==> src/rtl/pc_steer_pkg.sv <==
package pc_steer_pkg;
  // One-hot choice of next-PC source, produced by the control module.
  typedef struct packed {
    logic takeReg;
    logic takeJump;
    logic takeBranch;
    logic takeSeq;
  } pcSel_t;
endpackage

==> src/rtl/pc_steer_ctrl.sv <==
module pc_steer_ctrl
  import pc_steer_pkg::*;
(
  input  logic   isBranch,
  input  logic   isJump,
  input  logic   isJumpReg,
  input  logic   opsDiffer,
  output pcSel_t sel,
  output logic   redirect
);
  logic branchTaken;
  assign branchTaken = isBranch & opsDiffer;

  // Priority: register jump, direct jump, taken branch, sequential.
  always_comb begin
    sel = '0;
    if (isJumpReg)        sel.takeReg    = 1'b1;
    else if (isJump)      sel.takeJump   = 1'b1;
    else if (branchTaken) sel.takeBranch = 1'b1;
    else                  sel.takeSeq    = 1'b1;
  end

  assign redirect = isJumpReg | isJump | branchTaken;

  always_comb begin
    assert_sel_onehot_R7: assert ($onehot(sel))
      else $error("next-PC select not one-hot");
    assert_redirect_matches_R9: assert (redirect == !sel.takeSeq)
      else $error("redirect disagrees with sequential select");
    assert_equal_falls_through_R3: assert (!(isBranch && !opsDiffer && !isJump && !isJumpReg) || sel.takeSeq)
      else $error("branch on equal operands did not fall through");
  end
endmodule

==> src/rtl/pc_steer_datapath.sv <==
module pc_steer_datapath
  import pc_steer_pkg::*;
#(
  parameter int XLEN        = 32,
  parameter int IMM_W       = 16,
  parameter int TGT_W       = 26,
  parameter int INSTR_BYTES = 4
) (
  input  logic [XLEN-1:0]  curPc,
  input  logic [XLEN-1:0]  opA,
  input  logic [XLEN-1:0]  opB,
  input  logic [IMM_W-1:0] imm,
  input  logic [TGT_W-1:0] jumpTarget,
  input  pcSel_t           sel,
  output logic             opsDiffer,
  output logic [XLEN-1:0]  nextPc
);
  localparam int ALIGN_SH = $clog2(INSTR_BYTES);
  localparam int REGION_W = XLEN - TGT_W - ALIGN_SH;
  localparam logic [XLEN-1:0] STEP = XLEN'(INSTR_BYTES);

  logic [XLEN-1:0] seqPc;
  logic [XLEN-1:0] immExt;
  logic [XLEN-1:0] branchPc;
  logic [XLEN-1:0] jumpPc;

  assign opsDiffer = (opA != opB);
  assign seqPc     = curPc + STEP;
  assign immExt    = {{(XLEN-IMM_W){imm[IMM_W-1]}}, imm};
  assign branchPc  = seqPc + (immExt << ALIGN_SH);

  generate
    if (REGION_W > 0) begin : g_region
      assign jumpPc = {curPc[XLEN-1 -: REGION_W], jumpTarget, {ALIGN_SH{1'b0}}};
    end else begin : g_flat
      assign jumpPc = XLEN'({jumpTarget, {ALIGN_SH{1'b0}}});
    end
  endgenerate

  // AND-OR select; sel is one-hot from the control module.
  always_comb begin
    nextPc = ({XLEN{sel.takeReg}}    & opA)
           | ({XLEN{sel.takeJump}}   & jumpPc)
           | ({XLEN{sel.takeBranch}} & branchPc)
           | ({XLEN{sel.takeSeq}}    & seqPc);
  end

  always_comb begin
    assert_seq_step_R8: assert (!sel.takeSeq || (XLEN'(nextPc - curPc) == STEP))
      else $error("sequential step is not one instruction");
    assert_jump_region_R5: assert (!sel.takeJump ||
        ((nextPc[XLEN-1 -: REGION_W] == curPc[XLEN-1 -: REGION_W]) && (nextPc[ALIGN_SH-1:0] == '0)))
      else $error("direct jump left region or is misaligned");
    assert_branch_needs_differ_R2: assert (!sel.takeBranch || opsDiffer)
      else $error("branch taken on equal operands");
  end
endmodule

==> src/rtl/pc_steer.sv <==
module pc_steer
  import pc_steer_pkg::*;
#(
  parameter int XLEN        = 32,
  parameter int IMM_W       = 16,
  parameter int TGT_W       = 26,
  parameter int INSTR_BYTES = 4
) (
  input  logic [XLEN-1:0]  curPc,
  input  logic             isBranch,
  input  logic             isJump,
  input  logic             isJumpReg,
  input  logic [XLEN-1:0]  opA,
  input  logic [XLEN-1:0]  opB,
  input  logic [IMM_W-1:0] imm,
  input  logic [TGT_W-1:0] jumpTarget,
  output logic [XLEN-1:0]  nextPc,
  output logic             redirect
);
  pcSel_t sel;
  logic   opsDiffer;

  pc_steer_ctrl u_ctrl (
    .isBranch  (isBranch),
    .isJump    (isJump),
    .isJumpReg (isJumpReg),
    .opsDiffer (opsDiffer),
    .sel       (sel),
    .redirect  (redirect)
  );

  pc_steer_datapath #(
    .XLEN(XLEN), .IMM_W(IMM_W), .TGT_W(TGT_W), .INSTR_BYTES(INSTR_BYTES)
  ) u_dp (
    .curPc      (curPc),
    .opA        (opA),
    .opB        (opB),
    .imm        (imm),
    .jumpTarget (jumpTarget),
    .sel        (sel),
    .opsDiffer  (opsDiffer),
    .nextPc     (nextPc)
  );
endmodule

==> config.mk <==
export PLATFORM = sky130hd
export DESIGN_NAME = pc_steer
export DESIGN_NICKNAME = d
export VERILOG_FILES = /design/src/rtl/pc_steer_pkg.sv /design/src/rtl/pc_steer_ctrl.sv /design/src/rtl/pc_steer_datapath.sv /design/src/rtl/pc_steer.sv
export SDC_FILE = /design/constraint.sdc
export NUM_CORES = 1
export LEC_CHECK = 0
export ABC_AREA = 0
export BUFFER_PORTS_ARGS = -buffer_cell sky130_fd_sc_hd__buf_2
export CORE_MARGIN = 5
export CORE_UTILIZATION = 51
export DETAILED_ROUTE_END_ITERATION = 10
export PLACE_DENSITY = 0.9
export SETUP_SLACK_MARGIN = 0.2
export SYNTH_ARGS = -nofsm -noshare
export SYNTH_HDL_FRONTEND = slang
export SYNTH_HIERARCHICAL = 1
export SYNTH_SLANG_ARGS = --single-unit
==> constraint.sdc <==
create_clock -name vclk -period 5.12
set_input_delay 0.256 -clock vclk [all_inputs]
set_output_delay 0.256 -clock vclk [all_outputs]
set_load 0.02 [all_outputs]
==> results.toml <==
[run_status]
status = "finished, final reports clean"

[critical_path]
start_kind = "input pin"
end_kind = "output pin"
required_ns = 4.86
critPathMaxStageDelay_ns = 0.37
cpMaxStageDelayCell = "ha_1"
cp_cell_sequence = "buf_2, and4_4, and2_1, and3_1, and2b_2, or2b_1, xnor2_1, ha_1, a21o_1, a21oi_1, a21boi_0, o21ai_0, a41oi_1, xnor2_1, a211o_1, buf_2"
cp-endpoint = "nextPc[31]"
arrival_ns = 3.90
cp-startpoint = "curPc[4]"
worst-setup-path-type = "input pin to output pin"
crit_fanout = 7

[power_and_ir_drop]
p_clk_frac = 0
seqPwrFrac = 0
comb_power_share = 1.000
p_switching_mw = 0.275
leakage_nw = 1.85
cellPowerDensity_nw_per_um2 = 117
ir_worst_vdd_mv = 0.0672
swShare = 0.582
p_int_mw = 0.197

[global_routing]
grt_pass1_vias = 4208
grt_max_degree = 37
grt_usage = 0.338
grt_antenna_before_repair = 0
grt_first_pass_wirelength_um = 20800
gr-total-overflow = 0

[clocking]
postCtsHoldBufs = 0
post_cts_resized = 0
cts_setup_buffers = 0

[sta]
finalSetupViolCount = 0
rsz0062_at_grt = "false"
final.setup.tns_ns = 0
hold_violations = 0
max_slew_margin = 0.355
finalCriticalPeriod_ns = 4.16
setup_ws_ns = 0.964
fmax_mhz = 241
report.final.slew_viol_count = 0
worst_slew_pin_slew_ns = 0.967
period_share = 0.812

[detailed_routing]
via_per_inst = 6.55
drcViolationCount = 0
antenna_left = 0
wl_per_cell_um = 20.6
first_pass_iters = 7
drtIter0Drc = 470
routed_wl_um = 13800
vias = 4389

[cells_and_area]
final_cell_mix = "174 x buf_2, 65 x xnor2_1, 38 x nand2_1"
ff_latch_area_um2 = 0
drive_gt1_frac = 0.314
nFillCells = 542
num_antenna_cells = 0
fin_nets = 774
layout_commonest_cell = "buf_2"
area_growth_pct = 29.1
seq_cells = 0
num-clock-buffers = 0

[floorplanning]
core_area_um2 = 5920
die_area_um2 = 7770
initial_utilization = 0.526
io_pins = 174
die_x_um = 88.2
num_rows = 28
die-height_um = 88.2

[yosys]
synth_fp_nets = 616
ys_types = 52
syn_area_um2 = 3120
ys_seq_area_frac = 0
yosysTopAreaCell = "xnor2_1"
synth.area.top_cells = "xnor2_1 18%, ha_1 14%, a222oi_1 8.0%"
yosysTopAreaCellShare = 0.183
synth_cells = 439
yosys_warnings = 6
syn_avg_cell_area_um2 = 7.10

[min_path]
hold_depth = 3
hold_class = "input pin to output pin"

[place]
io_buffers = 174
dpl_worst_slack_ns = 1.07
hpwl_um = 11300
globalplace.congestion = 0.981

[job]
drv_cap = 0
## logic make-up (layout without fill, tap and decap cells)
family / after synthesis / in the layout / share of synthesized area
AO/OA/AOI/OAI: 145 / 145 / 0.322
AND/OR/NAND/NOR: 142 / 142 / 0.244
XOR/XNOR: 86 / 86 / 0.244
adder cells (fa/ha/maj): 36 / 36 / 0.147
buffers and inverters: 28 / 184 / 0.0361
multiplexers: 2 / 2 / 0.00642
## worst max-delay path, delay by kind of cell
family	cells	cell delay (ns)
AO/OA/AOI/OAI	6	1.33
XOR/XNOR	2	0.33
adder cells (fa/ha/maj)	1	0.37
buffers and inverters	2	0.29
AND/OR/NAND/NOR	5	1.31
## synthesized netlist by cell type, drive strengths merged, types with 4 or more instances
cell     n
a21o    14
a21oi   32
a222oi  25
and2     6
and3     9
and4     4
clkbuf  17
ha      35
inv      9
nand2   38
nand3   15
nand4   26
nor2    18
nor2b    5
nor3     9
o21a     4
o21ai   37
xnor2   66
xor2    20
## power by group through the flow
| stage | sequential, mW | combinational, mW | clock (mW) |
|---|---|---|---|
| floorplan | 0 | 0.292 | 0 |
| global route | 0 | 0.508 | 0 |
| detailed placement | 0 | 0.458 | 0 |
| CTS | 0 | 0.461 | 0 |
| global placement | 0 | 0.454 | 0 |
| finish | 0 | 0.472 | 0 |
## per-stage QoR
step                      instances  power, mW  instance area (µm²)  hold slack [ns]   util
after floorplan                 439      0.292                 3120            0.683      -
after CTS                       670      0.461                 4020            0.863  0.679
after detailed placement        670      0.458                 4020            0.863  0.679
final                           670      0.472                 4020            0.866  0.679
after global routing            670      0.508                 4020            0.883  0.679
after global placement          670      0.454                 4020            0.860  0.679
## worst min-delay path by stage
stage                  startpoint        end  slack, ns
detailed placement  jumpTarget[0]  nextPc[2]       0.86
finish              jumpTarget[0]  nextPc[2]       0.87
global route             curPc[1]  nextPc[1]       0.88
global placement    jumpTarget[0]  nextPc[2]       0.86
floorplan                  isJump   redirect       0.68
CTS                 jumpTarget[0]  nextPc[2]       0.86
## layout make-up
type | count | area (µm²) | area share
multi-input cells | 411 | 3020 | 0.750
repair buffers | 175 | 878 | 0.218
well taps | 75 | 93.8 | 0.0233
inverters | 9 | 33.8 | 0.00840
## routing by layer
layer,global-route usage,wire [µm],up-vias
met1,0.438,5570,2026
met5,0,0,-
li1,-,-,2010
met2,0.593,6380,318
met3,0.0357,1510,35
met4,0.0879,329,0
No activity file was read; power rests on OpenSTA's default activity.
